--- src/rtl/spi_hold_pkg.sv ---
package spi_hold_pkg;

    typedef struct packed {
        logic prev;
    } edge_state_t;

    typedef struct packed {
        logic held;
        logic oe;
    } gate_state_t;

endpackage

--- src/rtl/spi_hold_edge.sv ---
module spi_hold_edge
    import spi_hold_pkg::*;
(
    input  logic clk,
    input  logic rst_n,
    input  logic sck,
    output logic sck_rise,
    output logic sck_fall,
    output logic sck_low
);

    edge_state_t st_d, st_q;

    always_comb begin
        st_d      = st_q;
        st_d.prev = sck;
        sck_rise  = sck & ~st_q.prev;
        sck_fall  = ~sck & st_q.prev;
        sck_low   = ~sck;
    end

    always_ff @(posedge clk or negedge rst_n) begin
        if (!rst_n) st_q <= '0;
        else        st_q <= st_d;
    end

endmodule

--- src/rtl/spi_hold_gate.sv ---
module spi_hold_gate
    import spi_hold_pkg::*;
(
    input  logic clk,
    input  logic rst_n,
    input  logic cs_n,
    input  logic hold_n,
    input  logic sck_low,
    output logic held,
    output logic out_en
);

    gate_state_t st_d, st_q;

    always_comb begin
        st_d = st_q;
        if (cs_n) begin
            st_d.held = 1'b0;
        end else if (sck_low) begin
            st_d.held = ~hold_n;
        end
        st_d.oe = ~cs_n & ~st_d.held;
    end

    always_ff @(posedge clk or negedge rst_n) begin
        if (!rst_n) st_q <= '0;
        else        st_q <= st_d;
    end

    assign held   = st_q.held;
    assign out_en = st_q.oe;

    a_r6_no_hold_deselected: assert property (@(posedge clk) disable iff (!rst_n)
        cs_n |=> !st_q.held);

    a_r3_entry_in_low: assert property (@(posedge clk) disable iff (!rst_n)
        $rose(st_q.held) |-> $past(sck_low) && !$past(hold_n));

    a_r4_exit_in_low: assert property (@(posedge clk) disable iff (!rst_n)
        $fell(st_q.held) |-> $past(sck_low) || $past(cs_n));

endmodule

--- src/rtl/spi_hold_shift.sv ---
module spi_hold_shift #(
    parameter int DATA_W = 8
) (
    input  logic              clk,
    input  logic              rst_n,
    input  logic              active,
    input  logic              held,
    input  logic              sck_rise,
    input  logic              sck_fall,
    input  logic              mosi,
    input  logic [DATA_W-1:0] tx_data,
    output logic              miso,
    output logic [DATA_W-1:0] rx_data,
    output logic              rx_valid
);

    localparam int CNT_W = (DATA_W > 2) ? $clog2(DATA_W) : 1;
    localparam logic [CNT_W-1:0] LAST_BIT = CNT_W'(DATA_W - 1);

    typedef struct packed {
        logic [CNT_W-1:0]  cnt;
        logic [DATA_W-1:0] rx_sr;
        logic [DATA_W-1:0] tx_sr;
        logic [DATA_W-1:0] rx_word;
        logic              valid;
    } shift_state_t;

    shift_state_t st_d, st_q;
    logic [DATA_W-1:0] rx_next;

    always_comb begin
        st_d       = st_q;
        st_d.valid = 1'b0;
        rx_next    = {st_q.rx_sr[DATA_W-2:0], mosi};
        if (!active) begin
            st_d.cnt   = '0;
            st_d.rx_sr = '0;
            st_d.tx_sr = tx_data;
        end else if (!held) begin
            if (sck_rise) begin
                st_d.rx_sr = rx_next;
                if (st_q.cnt == LAST_BIT) begin
                    st_d.cnt     = '0;
                    st_d.valid   = 1'b1;
                    st_d.rx_word = rx_next;
                    st_d.tx_sr   = tx_data;
                end else begin
                    st_d.cnt = st_q.cnt + 1'b1;
                end
            end else if (sck_fall && st_q.cnt != '0) begin
                st_d.tx_sr = {st_q.tx_sr[DATA_W-2:0], 1'b0};
            end
        end
    end

    always_ff @(posedge clk or negedge rst_n) begin
        if (!rst_n) st_q <= '0;
        else        st_q <= st_d;
    end

    assign miso     = st_q.tx_sr[DATA_W-1];
    assign rx_data  = st_q.rx_word;
    assign rx_valid = st_q.valid;

    a_r9_count_frozen: assert property (@(posedge clk) disable iff (!rst_n)
        held && active |=> $stable(st_q.cnt));

    a_r8_tx_frozen: assert property (@(posedge clk) disable iff (!rst_n)
        held && active |=> $stable(st_q.tx_sr));

    a_r10_word_boundary: assert property (@(posedge clk) disable iff (!rst_n)
        st_q.valid |-> st_q.cnt == '0);

endmodule

--- src/rtl/spi_hold_pause.sv ---
module spi_hold_pause #(
    parameter int DATA_W = 8
) (
    input  logic              clk,
    input  logic              rst_n,
    input  logic              sck,
    input  logic              cs_n,
    input  logic              hold_n,
    input  logic              mosi,
    input  logic [DATA_W-1:0] tx_data,
    output logic              miso,
    output logic              miso_oe,
    output logic              hold_active,
    output logic [DATA_W-1:0] rx_data,
    output logic              rx_valid
);

    logic sck_rise, sck_fall, sck_low;
    logic held, out_en;

    spi_hold_edge i_edge (
        .clk      (clk),
        .rst_n    (rst_n),
        .sck      (sck),
        .sck_rise (sck_rise),
        .sck_fall (sck_fall),
        .sck_low  (sck_low)
    );

    spi_hold_gate i_gate (
        .clk     (clk),
        .rst_n   (rst_n),
        .cs_n    (cs_n),
        .hold_n  (hold_n),
        .sck_low (sck_low),
        .held    (held),
        .out_en  (out_en)
    );

    spi_hold_shift #(.DATA_W(DATA_W)) i_shift (
        .clk      (clk),
        .rst_n    (rst_n),
        .active   (~cs_n),
        .held     (held),
        .sck_rise (sck_rise),
        .sck_fall (sck_fall),
        .mosi     (mosi),
        .tx_data  (tx_data),
        .miso     (miso),
        .rx_data  (rx_data),
        .rx_valid (rx_valid)
    );

    assign hold_active = held;
    assign miso_oe     = out_en;

    a_r7_oe_off_in_hold: assert property (@(posedge clk) disable iff (!rst_n)
        hold_active |-> !miso_oe);

    a_r5_deselect_idle: assert property (@(posedge clk) disable iff (!rst_n)
        cs_n |=> !miso_oe && !rx_valid);

endmodule

--- config.mk ---
export PLATFORM = sky130hd
export DESIGN_NAME = spi_hold_pause
export DESIGN_NICKNAME = d
export VERILOG_FILES = /design/src/rtl/spi_hold_pkg.sv /design/src/rtl/spi_hold_edge.sv /design/src/rtl/spi_hold_gate.sv /design/src/rtl/spi_hold_shift.sv /design/src/rtl/spi_hold_pause.sv
export SDC_FILE = /design/constraint.sdc
export NUM_CORES = 1
export LEC_CHECK = 0
export BUFFER_PORTS_ARGS = -buffer_cell sky130_fd_sc_hd__buf_2
export CAP_MARGIN = 20
export CORE_MARGIN = 2
export CORE_UTILIZATION = 24
export CTS_BUF_LIST = sky130_fd_sc_hd__clkbuf_4 sky130_fd_sc_hd__clkbuf_8 sky130_fd_sc_hd__clkbuf_16
export CTS_CLUSTER_DIAMETER = 40
export CTS_CLUSTER_SIZE = 14
export DETAILED_ROUTE_END_ITERATION = 6
export PLACE_DENSITY = 0.38
export SETUP_SLACK_MARGIN = 0.4
export SLEW_MARGIN = 20
export SYNTH_ARGS = -nofsm -noshare
export SYNTH_HDL_FRONTEND = slang
export SYNTH_SLANG_ARGS = --single-unit
export TNS_END_PERCENT = 20
--- constraint.sdc ---
create_clock -name clk -period 4.6 [get_ports clk]
set_clock_uncertainty 0.15 [all_clocks]
set_input_delay 0.46 -clock clk [delete_from_list [all_inputs] [get_ports clk]]
set_output_delay 0.46 -clock clk [all_outputs]
set_load 0.02 [all_outputs]
### Word-level counts from Yosys, hierarchy flattened

Cells that the tools add are included.

| storage, ports and cells | value |
|---|---|
| register bits | 30 |
| bits of input ports | 14 |
| output and inout port bits | 12 |
| word-level logic and storage cells | 39 |

| operators by class | value |
|---|---|
| add/sub/neg operators | 1 |
| equality and inequality tests | 3 |
| muxes and demuxes | 11 |
| bitwise logic cells | 9 |
| reductions and logical operators | 7 |

Operators with widths:

| operator | number |
|---|---|
| two-way mux 28 bit | 1 |
| two-way mux 19 bit | 1 |
| two-way mux 17 bit | 1 |
| two-way mux 8 bit | 2 |
| two-way mux 11 bit | 1 |
| two-way mux 9 bit | 1 |
| NOT 1 bit | 6 |
| nonzero test 3 bit | 2 |
| AND reduction 4 bit | 1 |
| adder 3 x 1 -> 3 bit (second input constant) | 1 |
| bitwise AND 1 bit | 3 |
| equality test 3 bit (second input constant) | 1 |
| two-way mux 1 bit | 3 |
| two-way mux 3 bit | 1 |
| inequality test 3 x 2 -> 1 bit (second input constant) | 1 |
| AND reduction 3 bit | 1 |
| inequality test 2 bit (second input constant) | 1 |
| AND reduction 2 bit | 1 |
| nonzero test 2 bit | 1 |
| logical AND 1 bit | 1 |

### Logic depth before layout (Yosys ltp)

| logic depth | value |
|---|---|
| word-level depth | 7 |
| depth in mapped cells | 6 |
| gate-level depth less buffers | 6 |

### Modules after synthesis

A second synthesis with hierarchy kept.

| second synthesis, totals | value |
|---|---|
| cell total of the unflattened synthesis | 119 |
| area total of the unflattened synthesis | 1456.4 sq um |

Modules (own cells, without submodules):

| module | instances | cells an instance | area each (sq um) | sequential area each (sq um) |
|---|---|---|---|---|
| spi_hold_shift | 1 | 108 | 1325.0 | 675.6 |
| spi_hold_gate | 1 | 6 | 83.8 | 50.0 |
| spi_hold_edge | 1 | 4 | 43.8 | 25.0 |
| spi_hold_pause | 1 | 1 | 3.8 | 0.0 |

### Worst setup path after synthesis

No wires, ideal clock.

| timing | value |
|---|---|
| path type | reg2reg |
| start point | register i_shift.st_q[25] (netlist bit) |
| end point | register i_shift.st_q[10] (netlist bit) |
| library setup time | 134 ps |
| arrival | 1569 ps |
| required time | 4316 ps |
| slack | 2747 ps |
| stages on the path, launching flop included | 7 |
| path buffers | 1 |
| period minus slack after synthesis | 1853 ps |
| cells stage by stage | dfrtp_1 > ha_1 > ha_1 > clkbuf_1 > and2_1 > a2111oi_0 > o31ai_1 |

| between the ends | value |
|---|---|
| word-level cells in the longest chain between the ends | 4 |
| elaborated cells on any way between the ends | 6 |
| classes of those cells | 2 x eq/ne; 4 x reduce/logical |

Ends and longest elaborated chain:

| what | line | RTL |
|---|---|---|
| from (decl) | spi_hold_shift.sv:28 | `shift_state_t st_d, st_q;` |
| from (signal assigned) | spi_hold_shift.sv:58 | `else st_q <= st_d;` |
| nonzero test 3 bit | spi_hold_shift.sv:50 | `end else if (sck_fall && st_q.cnt != '0) begin` |
| logical AND 1 bit | spi_hold_shift.sv:50 |  |
| nonzero test 3 bit (no source line) | - |  |
| AND reduction 3 bit (no source line) (*) | - |  |

Mark *: on every way between the ends. The rest lies on a longest branch, timed or not.
A chain may end at the register's enable or synchronous reset.

### Worst setup path after layout

| timing | value |
|---|---|
| start point | register i_gate.st_q (netlist bit i_gate.held) |
| end point | register i_shift.st_q (netlist bit i_shift.rx_data[2]) |

| between the ends | value |
|---|---|
| word-level cells in the longest chain between the ends | 2 |

Ends and longest elaborated chain:

| what | line | RTL |
|---|---|---|
| from (decl) | spi_hold_gate.sv:13 | `gate_state_t st_d, st_q;` |
| from (signal assigned) | spi_hold_gate.sv:27 | `else st_q <= st_d;` |
| NOT 1 bit (no source line) | - |  |
| AND reduction 4 bit (no source line) | - |  |

Every way passes these cells.

==> summary.md <==
| Metric | Value |
|---|---|
| VDD IR max | `0.000114 V` |
| Share of layout cells above drive strength 1 | `22.3%` |
| Die width | `83.5 µm` |
| Max-Cap Viols | `0` |
| Reg2reg start | `i_gate.held$_DFF_PN0_` |
| Vias | `1,113` |
| TNS Setup | `0 ns` |
| Yosys cell types | `27` |
| Outcome | `completed` |
| Global route overflow | `0` |
| Tmin final | `2.29 ns` |
| I/O Pins | `26` |
| RSZ-0062 raised after global routing | `no` |
| Post-synthesis cell area | `1520 µm²` |
| Die ar. | `6970 µm²` |
| Power per cell area | `308 nW/µm²` |
| Hold_ws | `0.0770 ns` |
| Mapped Cells | `150` |
| Register-to-Register Path Depth | `4` |
| Fin. max-slew vios | `0` |
| Detail Route Antenna Nets | `0` |
| Mapped Nets | `168` |
| Post-CTS Hold Fix Bufs | `0` |
| Routed wire per std cell | `13.9 µm` |
| Syn Area/Cell | `10.1 µm²` |
| Total of fill cells in the finished design | `656` |
| RePlAce Congestion | `0.672` |
| Clock transition at path regs | `0.06 ns` |
| TritonRoute pass-1 iters | `4` |
| Antenna cell count | `0` |
| CTS Sinks | `30` |
| Post-synthesis sequential area ratio | `49.5%` |
| Initial antenna violation count | `0` |
| Crit Path Class | `reg -> reg` |
| P_leak | `0.804 nW` |
| Commonest cells after routing, fill and taps aside | `dfrtp_1, nand2_1, buf_2` |
| Fin nets | `184` |
| Final hold vios | `0` |
| CP Launch Point | `i_gate.held$_DFF_PN0_` |
| Setup-failing EPs final | `0` |
| CTS resizes | `0` |
| Required @ worst endpoint | `4.61 ns` |
| Clock root cell | `clkbuf_8` |
| Yosys reg bits | `30` |
| Gr usage total | `10.5%` |
| Number of post-CTS setup repair buffers | `0` |
| DRC | `0` |
| Pin count of the biggest net entering global routing | `31` |
| CTS tree | `yes` |
| Ys Warns | `0` |
| First DRT Iteration DRCs | `45` |
| Row cnt | `28` |
| Hold Path Class | `in -> async` |
| Total CTS buffers | `5` |
| Most common library cell in the layout ignoring fill and taps | `dfrtp_1` |
| Via density per instance | `4.62` |
| Clk buf depth | `2` |
| Routed WL | `3360 µm` |
| Die H | `83.5 µm` |
| Core area | `6030 µm²` |
| First-pass GRT wire length | `5800 µm` |
| Crit path DAT | `2.30 ns` |
| F_max | `437 MHz` |
| Worst R2R End | `i_shift.rx_data[2]$_DFFE_PN0P_` |
| # H-tree levels | `2` |
| R2r setup slk | `2.31 ns` |
| Endpoint type of the worst setup path | `register` |
| CP startpoint kind | `register` |
| Port Buf Inserts | `25` |
| HPWL Detailed | `2180 µm` |
| P&R area growth vs syn | `13.0%` |
| Initial Util | `25.2%` |
| CP Max Fanout | `11` |
| Vias in the first global route | `1,186` |
| Relative slew slack | `52.8%` |
| Clk_lat worst skew | `0.27 ns` |
| Worst Tran Pin Value | `0.704 ns` |
| Final period util | `49.7%` |
==> through the flow <==
| step | utilization, % | total power, mW | cells | setup slack [ns] | area [µm²] |
|---|---|---|---|---|---|
| finish | 28.4 | 0.528 | 241 | 2.31 | 1710 |
| detailed placement | 27.1 | 0.339 | 234 | 2.26 | 1630 |
| floorplan | - | 0.317 | 150 | 2.75 | 1520 |
| CTS | 28.4 | 0.539 | 241 | 2.28 | 1710 |
| global route | 28.4 | 0.562 | 241 | 2.08 | 1710 |
| global placement | 27.1 | 0.338 | 234 | 2.36 | 1630 |
==> flip-flops by register name, indices dropped and copies added (netlist names) <==
signal / cells
i_edge.st_q: 1
i_shift.rx_data: 8
i_gate.held: 1
i_shift.st_q: 10
i_shift.rx_valid: 1
i_shift.rx_next: 7
i_gate.out_en: 1
i_shift.miso: 1
==> area by class of cell <==
cell class	instances	area [µm²]	share of cell area [%]
Multi-Input combinational cell	101	653	38.1
Clock inverter	2	10.0	0.584
Clock buffer	5	68.8	4.02
Timing Repair Buffer	25	125	7.30
Sequential cell	30	751	43.8
Inverter	3	11.3	0.657
Tap cell	75	93.8	5.48
==> worst max-delay path by stage <==
| stage | end | slack, ns | depth (start not counted) |
|---|---|---|---|
| 2_1_floorplan | i_shift.st_q[10]$_DFFE_PN0P_ | 2.75 | 6 |
| 3_3_place_gp | i_shift.rx_data[6]$_DFFE_PN0P_ | 2.36 | 5 |
| 3_5_place_dp | i_shift.rx_data[3]$_DFFE_PN0P_ | 2.26 | 5 |
| 4_1_cts | i_shift.rx_data[4]$_DFFE_PN0P_ | 2.28 | 4 |
| 5_1_grt | i_shift.rx_data[0]$_DFFE_PN0P_ | 2.08 | 4 |
| 6_report | i_shift.rx_data[2]$_DFFE_PN0P_ | 2.31 | 4 |
==> synthesized netlist by cell type, drive strengths merged <==
cell type | number | share of area (%)
nor2 | 2 | 0.99
inv | 2 | 0.50
mux2 | 9 | 6.7
a22oi | 1 | 0.82
clkbuf | 3 | 0.74
o31ai | 7 | 3.5
or3 | 1 | 0.41
ha | 4 | 3.3
nor3b | 1 | 0.82
o21ai | 2 | 0.66
and2 | 7 | 2.9
and3 | 1 | 0.41
nor2b | 10 | 4.1
dfrtp | 30 | 50
and2b | 1 | 0.66
clkinv | 1 | 0.25
buf | 13 | 5.9
nand2b | 1 | 0.41
a22o | 1 | 0.58
a2111oi | 7 | 4.0
a21oi | 17 | 5.6
nand2 | 29 | 7.2
==> metal layers <==
layer  global-route usage (%)  up-vias  wire length (µm)
met5                        0        -                 0
met4                     4.84        0                55
met3                     3.07        5               126
met2                     16.6       21              1560
met1                     13.3      551              1610
li1                         -      536                 -
==> logic make-up (layout without fill, tap and decap cells) <==
family,count (synthesis),in the layout,synth area share [%]
and+or+nand+nor,53,53,17.9
DFF,30,30,49.5
buffers and inverters,19,35,7.43
muxes,9,9,6.68
AOI/OAI and AO/OA,35,35,15.2
adders and majority gates,4,4,3.30
==> critical path, cell delays in order (launching register included) <==
cell and delay [ns]:
dfrtp_1 0.52, nor3b_2 0.66, nand2_1 0.20, nor2_4 0.29
mux2_1 0.35
==> power breakdown <==
part / total, mW / internal (mW) / switching [mW]
registers: 0.280 / 0.274 / 0.00628
clock network: 0.195 / 0.101 / 0.0941
logic: 0.0527 / 0.0192 / 0.0334
total: 0.528 / 0.394 / 0.134
No activity file was read; power rests on OpenSTA's default activity.
